==> config.mk <==
export PLATFORM = sky130hd
export DESIGN_NAME = sinc_wdog_decim
export DESIGN_NICKNAME = d
export VERILOG_FILES = /design/src/rtl/sinc_wdog_decim.sv
export SDC_FILE = /design/constraint.sdc
export NUM_CORES = 1
export LEC_CHECK = 0
export BUFFER_PORTS_ARGS = -buffer_cell sky130_fd_sc_hd__buf_2
export CORE_MARGIN = 8
export CORE_UTILIZATION = 65
export DETAILED_ROUTE_END_ITERATION = 12
export PLACE_DENSITY = 0.82
export SLEW_MARGIN = 5
export SYNTH_ARGS = -nofsm -noshare
export SYNTH_HDL_FRONTEND = slang
export SYNTH_SLANG_ARGS = --single-unit
==> constraint.sdc <==
create_clock -name clk -period 10.8 [get_ports clk]
set_input_delay 0.54 -clock clk [delete_from_list [all_inputs] [get_ports clk]]
set_output_delay 0.54 -clock clk [all_outputs]
set_load 0.01 [all_outputs]
==> src/rtl/sinc_wdog_decim.sv <==
module sinc_wdog_decim #(
  parameter int DW = 24,
  parameter int CW = 8
) (
  input  logic                 clk,
  input  logic                 rst_n,
  input  logic                 en,
  input  logic                 stb,
  input  logic                 din,
  input  logic [1:0]           ord,
  input  logic [4:0]           osr,
  output logic signed [DW-1:0] res,
  output logic                 vld
);
  localparam int NS = 3;

  logic        [5:0]    r;
  logic                 fast;
  logic        [1:0]    nst;
  logic        [CW-1:0] first_len;
  logic        [5:0]    ph0;
  logic        [5:0]    ph;
  logic        [CW-1:0] cnt, cnt_n;
  logic signed [DW-1:0] x;
  logic signed [DW-1:0] ig  [NS];
  logic signed [DW-1:0] ign [NS];
  logic signed [DW-1:0] d1  [NS];
  logic signed [DW-1:0] d2  [NS];
  logic signed [DW-1:0] c   [NS+1];

  assign r     = {1'b0, osr} + 6'd1;
  assign fast  = (ord == 2'd0);
  assign nst   = fast ? 2'd2 : ord;
  assign x     = din ? DW'(1) : '1;
  assign cnt_n = (cnt == '1) ? cnt : cnt + 1'b1;

  always_comb begin
    int f;
    logic [5:0] rem;
    if (fast) f = 4 * int'(r) + 3;
    else      f = int'(r) * int'(nst) + int'(nst) + 1;
    first_len = CW'(f);
    rem = fast ? 6'd2 : {4'd0, nst};
    for (int i = 0; i < 3; i++)
      if (rem >= r) rem = rem - r;
    ph0 = rem + 6'd1;
  end

  always_comb begin
    ign[0] = ig[0] + x;
    for (int i = 1; i < NS; i++) ign[i] = ig[i] + ign[i-1];
    c[0] = ign[int'(nst) - 1];
    for (int i = 0; i < NS; i++) begin
      if (i < int'(nst)) c[i+1] = c[i] - (fast ? d2[i] : d1[i]);
      else               c[i+1] = c[i];
    end
  end

  always_ff @(posedge clk or negedge rst_n) begin
    if (!rst_n) begin
      vld <= 1'b0;
      res <= '0;
      ph  <= 6'd1;
      cnt <= '0;
      for (int i = 0; i < NS; i++) begin
        ig[i] <= '0; d1[i] <= '0; d2[i] <= '0;
      end
    end else if (!en) begin
      vld <= 1'b0;
      res <= '0;
      ph  <= ph0;
      cnt <= '0;
      for (int i = 0; i < NS; i++) begin
        ig[i] <= '0; d1[i] <= '0; d2[i] <= '0;
      end
    end else begin
      vld <= 1'b0;
      if (stb) begin
        cnt <= cnt_n;
        for (int i = 0; i < NS; i++) ig[i] <= ign[i];
        if (ph == 6'd1) begin
          ph <= r;
          for (int i = 0; i < NS; i++) begin
            d1[i] <= c[i];
            d2[i] <= d1[i];
          end
          if (cnt_n >= first_len) begin
            vld <= 1'b1;
            res <= c[NS];
          end
        end else begin
          ph <= ph - 6'd1;
        end
      end
    end
  end

  a_r8_needs_strobe: assert property (@(posedge clk) disable iff (!rst_n)
    vld |-> $past(stb && en));
  a_r7_off_silent: assert property (@(posedge clk) disable iff (!rst_n)
    !en |=> !vld);
  a_r7_off_clears: assert property (@(posedge clk) disable iff (!rst_n)
    !en |=> (cnt == '0 && ig[0] == '0 && d1[0] == '0));
  a_r4_not_early: assert property (@(posedge clk) disable iff (!rst_n)
    vld |-> cnt >= first_len);
  a_r1_phase_reload: assert property (@(posedge clk) disable iff (!rst_n)
    vld |-> ph == r);
endmodule

==> results of run 1 <==
[state kept, by name, summed over array words and instances, names as in the netlist]
name	flops
ph	6
vld	1
res	24
ig	72
cnt	8
d1	72
d2	71
[per-stage QoR]
stage / setup WS, ns / hold WS, ns / TNS [ns]
final: 0.578 / 0.0618 / 0
after global routing: -0.0905 / 0.162 / -0.0905
after CTS: 0.203 / 0.126 / 0
after detailed placement: -0.149 / 0.468 / -0.149
after global placement: 0.232 / 0.459 / 0
after floorplan: 0.742 / 0.244 / 0
[worst register-to-register path: cells and delay by family, from the launching register on]
family          cells  cell delay, ns
simple gates       16            3.14
compound gates     17            2.83
fa+ha+maj           6            1.86
xor+xnor            5            0.87
mux                 3            0.66
buf+inv             5            0.43
flops               1            0.34
[kinds of logic (layout without fill, tap and decap cells)]
| logic type | Yosys count | in the layout | share of synthesized area [%] |
|---|---|---|---|
| buffers and inverters | 187 | 227 | 3.92 |
| multiplexers | 173 | 173 | 8.86 |
| AO/OA/AOI/OAI | 674 | 674 | 23.9 |
| adder cells (fa/ha/maj) | 187 | 187 | 12.3 |
| AND/OR/NAND/NOR | 546 | 546 | 12.7 |
| XOR/XNOR | 139 | 139 | 6.17 |
| flip-flops | 254 | 254 | 32.2 |
[cells in the final DEF (no fill, tap or decap), drive strengths merged, types with 14 or more instances in the layout]
cell type	synthesis	routed
a22o	124	124
nor3	37	37
o211ai	17	17
nor2b	15	15
and3	18	18
mux2	14	14
mux2i	159	159
buf	21	91
o21a	24	24
nand2b	24	24
a21oi	149	149
a21o	68	68
nand3	25	25
xnor2	88	88
a211oi	21	21
o21bai	19	19
nor2	205	205
o31ai	20	20
nand4	18	18
inv	82	82
ha	176	176
a31oi	20	20
clkbuf	83	44
dfrtp	253	253
o21ai	131	131
nand2	151	151
xor2	51	51
[final cells by class]
type                    instances  area share [%]
multi-input cells            1719            59.4
flip-flops and latches        254            29.5
clock buffers                  44            4.24
repair buffers                 91            2.81
well taps                     396            2.30
inverters                      83            1.44
clock inverters                 9           0.371
[what timing repair did]
action                     in CTS  in global routing
hold buffers                    0                  0
setup endpoints to repair       0                  3
setup buffers                   0                  9
gates resized for setup         0                 41
[routing by layer]
layer  part of all wire [%]  vias up
met4                    3.8        0
met1                     43     8227
met2                     47      547
met3                    5.3      128
met5                      0        -
li1                       -     7955
[path summary, 6_finish.rpt]
kind	from	to	slack, ns
setup / recovery	ig[48]$_DFFE_PN0P_	res[23]$_DFFE_PN0P_	0.58
hold / removal	rst_n	d1[29]$_DFFE_PN0P_	0.06
setup reg to reg	ig[48]$_DFFE_PN0P_	res[23]$_DFFE_PN0P_	0.58
hold reg to reg	res[7]$_DFFE_PN0P_	res[7]$_DFFE_PN0P_	0.48
max in group asynchronous	rst_n	d2[11]$_DFFE_PN0P_	9.23
min in group clk	en	ph[5]$_DFFE_PN0P_	0.33
==> flow_metrics.env, run 1 <==
export IMPL_core_um2=30300
export IMPL_grt_ovfl_total=0
export IMPL_syn_nets=2359
export IMPL_area_growth_pct=9.35
export IMPL_status="finished clean"
export IMPL_design_area_um2=21600
export IMPL_drive_gt1_share_pct=9.86
export IMPL_clk_latency_ns=0.57
export IMPL_fp_row_count=64
export IMPL_die_area_um2=36200
export IMPL_grt_pass1_vias=16506
export IMPL_max_freq_ghz=0.0978
export IMPL_reg2regPathDepth=52
export IMPL_gp_congestion=0.970
export IMPL_initial_core_util_pct=65.2
export IMPL_grt_busiest_layer="met2"
export IMPL_cpMaxStageDelayCell="or3_1"
export IMPL_synth_async_reset_ratio_pct=100
export IMPL_syn_avg_cell_area_um2=9.14
export IMPL_arrival_ns=10.72
export IMPL_wl_um=50600
export IMPL_synth_seq_cells=254
export IMPL_worst_slew_pin_slew_ns=1.15
export IMPL_clkTransAtPathRegs_ns=0.06
export IMPL_finalHoldViolations=0
export IMPL_dp_cells=2534
export IMPL_fillerInstances=2233
export IMPL_worst_path_buf_inv=5
export IMPL_drt_iter0_markers=1414
export IMPL_slew_violations=0
export IMPL_fin_crit_sh_pct=94.6
export IMPL_gr_usage_met2_pct=45.9
export IMPL_numPortBuffers=36
export IMPL_fin_util_pct=71.3
export IMPL_grt_pass1_wl_um=82900
export IMPL_timing_slew_headroom_pct=23.4
export IMPL_postRouteAntennaNets=0
export IMPL_clock_skew_final_ns=0.0114
export IMPL_synth_area_um2=19700
export IMPL_synthTopCellsByArea="dfrtp_1 32%, ha_1 11%, mux2i_1 8.1%"
export IMPL_die_y_um=190
export IMPL_dp_hpwl_um=35100
export IMPL_cts_htree_levels=1
export IMPL_synth_main_ff_cell="dfrtp_1"
export IMPL_synth_common_cells="253 x dfrtp_1, 205 x nor2_1, 176 x ha_1"
export IMPL_cts_buffers=30
export IMPL_end_kind="flop"
export IMPL_placed_cell_area_um2=20300
export IMPL_yosysWarnings=0
export IMPL_diodes=0
export IMPL_final_cells=2596
export IMPL_max_stage_delay_ns=0.41
export IMPL_pin_count=37
export IMPL_synth_top_area_share_pct=32.1
export IMPL_cts_tree="yes"
export IMPL_critPathTopFamily="simple AND/OR/NAND/NOR gates"
export IMPL_cap_violations=0
export IMPL_cts_buffer_depth=3
export IMPL_die_w_um=190
export IMPL_multiInputGateArea_um2=12800
export IMPL_critPathRequiredTime_ns=11.30
export IMPL_dr_pass1_iters=5
export IMPL_grt_usage_pct=27.4
export IMPL_crit_path_start_kind="flop"
export IMPL_use_met3_pct=3.15
export IMPL_yosysSeqAreaShare_pct=32.2
export IMPL_setup_worst_path_class="flop to flop"
export IMPL_critPathMaxFanout=7
export IMPL_min_path_type="input port to asynchronous set/reset pin"
export IMPL_antenna_found_initial=0
export IMPL_drc=0
export IMPL_finalNetCount=2378
export IMPL_path_common_cell="inv_1"
export IMPL_use_met1_pct=36.1
export IMPL_cts_root_buf="clkbuf_16"
export IMPL_vias=16857
export IMPL_final_setup_viol_count=0
export IMPL_drt_vias_per_instance=6.49
export IMPL_final_min_clock_period_ns=10.22
export IMPL_yosysUniqueCellTypes=91
export IMPL_clkSinkCount=254
export IMPL_crit_cells=52
export IMPL_synth_cells=2160
export IMPL_wl_per_cell_um=19.5
export IMPL_seq_area_um2=6360
export IMPL_synth_edf_count=0
export IMPL_synth_largest_area_cell="dfrtp_1"
export IMPL_grt_max_degree=126
export IMPL_synth_most_common_cell="dfrtp_1"
Power of run 1 is not shown: default switching activity piles up to over one toggle a cycle in this logic, so the estimate is an artifact.
==> run 2, diff against run 1 <==
Settings changed: CORE_MARGIN 8 to 5.
==> run 2 against run 1 <==
Net effect: cell area increased by 0.60%; routed wire length increased by 1.6%; critical path depth decreased by 5; count of clock-buffer cells in the layout decreased by 4; largest cell class unchanged; clock skew increased by 0.0054 ns; non-clock buffer count increased by 3; worst hold slack got worse by 0.014 ns; worst setup slack got worse by 0.20 ns; via count increased by 0.89%; core utilization increased by 1.6 points; sequential share of layout area decreased by 0.17 points.
==> flow_metrics.env, run 2 (synthesis gave the netlist of run 1 again) <==
export IMPL_grt_pass1_wl_um=83700
export IMPL_wl_met3_um=2880
export IMPL_cp_startpoint="ig[48]$_DFFE_PN0P_"
export IMPL_cts_buffer_depth=3
export IMPL_timing_slew_headroom_pct=22.6
export IMPL_end_kind="flop"
export IMPL_grt_usage_pct=29.5
export IMPL_reg_top3="d1: 72 flops, ig: 72 flops, d2: 71 flops"
export IMPL_drt_iter0_markers=1587
export IMPL_grt_max_degree=128
export IMPL_max_freq_ghz=0.0959
export IMPL_antenna_found_initial=0
export IMPL_clkSinkCount=254
export IMPL_grt_pass1_vias=16754
export IMPL_r2r_end="res[23]$_DFFE_PN0P_"
export IMPL_finalHoldViolations=0
export IMPL_final_min_clock_period_ns=10.43
export IMPL_clock_skew_final_ns=0.0168
export IMPL_critPathRequiredTime_ns=11.30
export IMPL_r2r_setup_slack_ns=0.37
export IMPL_final_cell_mix="252 x dfrtp_1, 201 x nor2_1, 170 x ha_1, 158 x mux2i_1, 151 x nand2_1"
export IMPL_status="finished clean"
export IMPL_setup_worst_path_class="flop to flop"
export IMPL_die_w_um=184
export IMPL_drive_gt1_share_pct=10.6
export IMPL_dp_cells=2529
export IMPL_place_ws_ns=-0.112
export IMPL_initial_core_util_pct=66.2
export IMPL_pin_count=37
export IMPL_cts_tree="yes"
export IMPL_reg2regPathDepth=47
export IMPL_wl_um=51400
export IMPL_gp_congestion=0.931
export IMPL_final_common_cell="dfrtp_1"
export IMPL_crit_path_start_kind="flop"
export IMPL_path_common_cell="o21ai_0"
export IMPL_diodes=0
export IMPL_critPathMaxFanout=8
export IMPL_drc=0
export IMPL_numPortBuffers=36
export IMPL_area_growth_pct=10.0
export IMPL_cap_violations=0
export IMPL_vias=17007
export IMPL_slew_violations=0
export IMPL_grt_ovfl_total=0
export IMPL_min_path_type="input port to asynchronous set/reset pin"
export IMPL_cts_root_buf="clkbuf_16"
export IMPL_drt_vias_per_instance=6.56
export IMPL_core_um2=29800
export IMPL_worstSetupEndpoint="res[23]$_DFFE_PN0P_"
export IMPL_fin_ws_ns=0.375
export IMPL_dr_pass1_iters=5
export IMPL_cpMaxStageDelayCell="fa_1"
export IMPL_postRouteAntennaNets=0
export IMPL_clk_latency_ns=0.57
export IMPL_arrival_ns=10.92
export IMPL_die_area_um2=33900
export IMPL_finalNetCount=2379
export IMPL_fp_row_count=63
export IMPL_cts_htree_levels=1
export IMPL_die_y_um=184
export IMPL_wl_per_cell_um=19.8
export IMPL_wl_met1_um=22300
export IMPL_crit_reg2reg_launch="ig[48]$_DFFE_PN0P_"
export IMPL_cts_buffers=28
export IMPL_top_layer="met4"
export IMPL_fin_crit_sh_pct=96.5
export IMPL_clkTransAtPathRegs_ns=0.06
export IMPL_max_stage_delay_ns=0.45
export IMPL_final_setup_viol_count=0
export IMPL_dp_hpwl_um=35400
export IMPL_final_cells=2592
export IMPL_worst_slew_pin_slew_ns=1.16
export IMPL_dr_wl_met2_um=24400
-- run 2: changes by cell type in the layout (fill, tap and decap cells not counted), moves of 3 or more --
cell | before | now
o21ai_2 | 0 | 3
bufinv_16 | 1 | 5
xnor2_1 | 84 | 81
clkbuf_16 | 31 | 28
clkbuf_8 | 9 | 5
buf_4 | 56 | 59
clkbuf_1 | 4 | 7
xnor2_2 | 4 | 7
-- run 2: timing repair --
item                                   in CTS  in global routing
gates resized for setup                     1                 63
endpoints found under the hold margin       0                  0
setup buffers                               0                 11
setup endpoints to repair                   1                  6
hold buffers                                0                  0
pin swaps                                   0                 16
-- run 2: worst min-delay path by stage --
| stage | cells past startpoint | slack, ns | end | from |
|---|---|---|---|---|
| 6_report | 1 | 0.05 | d2[29]$_DFFE_PN0P_ | rst_n |
| 5_1_grt | 1 | 0.16 | d2[29]$_DFFE_PN0P_ | rst_n |
| 4_1_cts | 1 | 0.12 | d2[29]$_DFFE_PN0P_ | rst_n |
| 3_5_place_dp | 2 | 0.47 | res[8]$_DFFE_PN0P_ | res[8]$_DFFE_PN0P_ |
| 3_3_place_gp | 2 | 0.46 | res[6]$_DFFE_PN0P_ | res[6]$_DFFE_PN0P_ |
| 2_1_floorplan | 0 | 0.24 | cnt[0]$_DFFE_PN0P_ | rst_n |
-- run 2: stage by stage --
| stage | hold slack, ns | setup TNS [ns] | utilization (%) | instance area (µm²) |
|---|---|---|---|---|
| after global placement | 0.462 | 0 | 68.2 | 20300 |
| final | 0.0478 | 0 | 72.9 | 21700 |
| after CTS | 0.121 | 0 | 71.6 | 21300 |
| after global routing | 0.158 | -0.184 | 72.9 | 21700 |
| after detailed placement | 0.469 | -0.112 | 68.2 | 20300 |
| after floorplan | 0.244 | 0 | - | 19700 |
-- run 2: layer usage --
layer | GRT usage, % | vias up
met5 | 0 | -
li1 | - | 7938
met2 | 49.6 | 609
met3 | 3.00 | 104
met1 | 40.1 | 8356
met4 | 9.67 | 0
-- run 2: critical path, delay by kind of cell (launching register included) --
family,cells,cell delay [ns]
and+or+nand+nor,13,2.92
AOI/OAI and AO/OA,20,3.48
xor gates and xnor gates,3,0.60
adders and majority gates,6,2.08
buffers and inverters,3,0.28
DFF,1,0.43
muxes,2,0.53
-- run 2: final cells by class --
type | instances | area [µm²]
timing repair buffer | 94 | 628
inverter | 83 | 312
clock inverter | 12 | 209
multi-input combinational | 1719 | 12900
sequential | 254 | 6360
tap | 390 | 488
clock buffer | 40 | 796
fill | 2149 | 8090
Power of run 2 is left out for the same reason.
==> run 3, diff against run 2 <==
Settings changed: CTS_BUF_LIST set to sky130_fd_sc_hd__clkbuf_2, PLACE_DENSITY 0.82 to 0.79.
==> run 3 against run 2 <==
Net effect: first-iteration DRC count decreased by 13%; worst setup slack improved by 0.065 ns; global-route usage about the same; routed wire length decreased by 1.9%; highest routed layer unchanged; critical endpoint unchanged; critical path depth increased by 2.
==> flow_metrics.env, run 3 (synthesis gave the netlist of run 1 again) <==
export IMPL_status="finished clean"
export IMPL_drt_vias_per_instance=6.38
export IMPL_r2r_setup_slack_ns=0.44
export IMPL_cts_tree="yes"
export IMPL_dp_hpwl_um=34600
export IMPL_fin_util_pct=71.2
export IMPL_drc=0
export IMPL_drt_iter0_markers=1388
export IMPL_final_min_clock_period_ns=10.36
export IMPL_fin_crit_sh_pct=95.9
export IMPL_max_stage_delay_ns=0.43
export IMPL_worst_slew_pin_slew_ns=1.16
export IMPL_cap_violations=0
export IMPL_timing_slew_headroom_pct=22.6
export IMPL_grt_pass1_vias=16714
export IMPL_crit_reg2reg_launch="ig[48]$_DFFE_PN0P_"
export IMPL_cts_buffer_depth=3
export IMPL_vias=16995
export IMPL_reg2regPathDepth=49
export IMPL_finalNetCount=2420
export IMPL_critPathTopFamily="compound AO/OA/AOI/OAI gates"
export IMPL_clk_latency_ns=0.95
export IMPL_core_um2=29800
export IMPL_end_kind="flop"
export IMPL_crit_path_start_kind="flop"
export IMPL_area_growth_pct=7.48
export IMPL_setup_worst_path_class="flop to flop"
export IMPL_hold_end="ig[47]$_DFFE_PN0P_"
export IMPL_min_path_type="input port to flop"
export IMPL_finalHoldViolations=0
export IMPL_critPathMaxFanout=8
export IMPL_fp_row_count=63
export IMPL_grt_ovfl_total=0
export IMPL_grt_usage_pct=29.5
export IMPL_reg_top3="d1: 72 flops, ig: 72 flops, d2: 71 flops"
export IMPL_arrival_ns=11.26
export IMPL_drive_gt1_share_pct=12.1
export IMPL_wl_per_cell_um=18.9
export IMPL_path_common_cell="o21ai_0"
export IMPL_wl_um=50400
export IMPL_slew_violations=0
export IMPL_dr_pass1_iters=5
export IMPL_grt_pass1_wl_um=82800
export IMPL_hold_path_depth=3
export IMPL_final_cell_mix="253 x dfrtp_1, 201 x nor2_1, 169 x ha_1, 157 x mux2i_1, 151 x nand2_1"
export IMPL_critPathRequiredTime_ns=11.70
export IMPL_initial_core_util_pct=66.2
export IMPL_clkSinkCount=254
export IMPL_die_w_um=184
export IMPL_die_y_um=184
export IMPL_worst_path_buf_inv=4
export IMPL_gp_congestion=0.926
export IMPL_cts_htree_levels=3
export IMPL_pin_count=37
export IMPL_numPortBuffers=36
export IMPL_postRouteAntennaNets=0
export IMPL_antenna_found_initial=1
export IMPL_cts_root_buf="clkbuf_2"
export IMPL_grt_max_degree=116
export IMPL_r2r_end="res[23]$_DFFE_PN0P_"
export IMPL_cts_buffers=73
export IMPL_clkTransAtPathRegs_ns=0.11
export IMPL_fillerInstances=2367
export IMPL_hp_start="stb"
export IMPL_die_area_um2=33900
export IMPL_clock_skew_final_ns=0.0789
export IMPL_cpMaxStageDelayCell="fa_1"
export IMPL_final_setup_viol_count=0
export IMPL_final_common_cell="dfrtp_1"
export IMPL_max_freq_ghz=0.0965
==> run 3: per-stage QoR <==
stage          cell area [µm²]  instances  setup WS (ns)  TNS [ns]  hold slack, ns
3_3_place_gp             20300       2525          0.261         0           0.458
2_1_floorplan            19700       2160          0.742         0           0.244
4_1_cts                  21000       2653          0.190         0          0.0691
3_5_place_dp             20300       2525         -0.188    -0.188           0.472
5_1_grt                  21200       2663        -0.0724   -0.0724           0.103
6_report                 21200       2663          0.440         0           0.152
==> run 3: final cells by class <==
cell class / count / area [µm²] / area share [%]
multi-input cells: 1719 / 12800 / 60.4
flip-flops and latches: 254 / 6360 / 30.0
repair buffers: 90 / 603 / 2.84
clock buffers: 103 / 515 / 2.43
well taps: 390 / 488 / 2.30
inverters: 83 / 312 / 1.47
clock inverters: 23 / 121 / 0.572
diodes: 1 / 2.50 / 0.0118
==> run 3: repair_timing <==
| item | CTS | global route |
|---|---|---|
| endpoints found under the setup margin | 0 | 3 |
| endpoints found under the hold margin | 120 | 0 |
| hold buffers | 2 | 0 |
| buffers inserted | 0 | 9 |
| gates resized for setup | 0 | 40 |
==> run 3: worst max-delay path by stage <==
stage | startpoint | endpoint | slack, ns | depth (start not counted)
final | ig[48]$_DFFE_PN0P_ | res[23]$_DFFE_PN0P_ | 0.44 | 49
after global routing | ig[48]$_DFFE_PN0P_ | res[23]$_DFFE_PN0P_ | -0.07 | 48
after CTS | ig[48]$_DFFE_PN0P_ | res[23]$_DFFE_PN0P_ | 0.19 | 50
after detailed placement | din | res[23]$_DFFE_PN0P_ | -0.19 | 51
after global placement | din | res[23]$_DFFE_PN0P_ | 0.26 | 50
after floorplan | din | res[23]$_DFFE_PN0P_ | 0.74 | 52
==> run 3: worst register-to-register path, delay by kind of cell, from the launching register on <==
kind | cells | cell delay (ns)
multiplexers | 2 | 0.52
flip-flops | 1 | 0.36
adder cells (fa/ha/maj) | 6 | 1.83
buffers and inverters | 4 | 0.31
AO/OA/AOI/OAI | 19 | 3.50
AND/OR/NAND/NOR | 14 | 2.90
XOR/XNOR | 4 | 0.91
==> run 3: metal layers <==
metal	global-route usage, %	wire length, µm
met5	0	0
met2	46.8	23100
met1	39.4	21900
met3	5.31	3140
met4	13.9	2230
Power of run 3 is left out for the same reason.
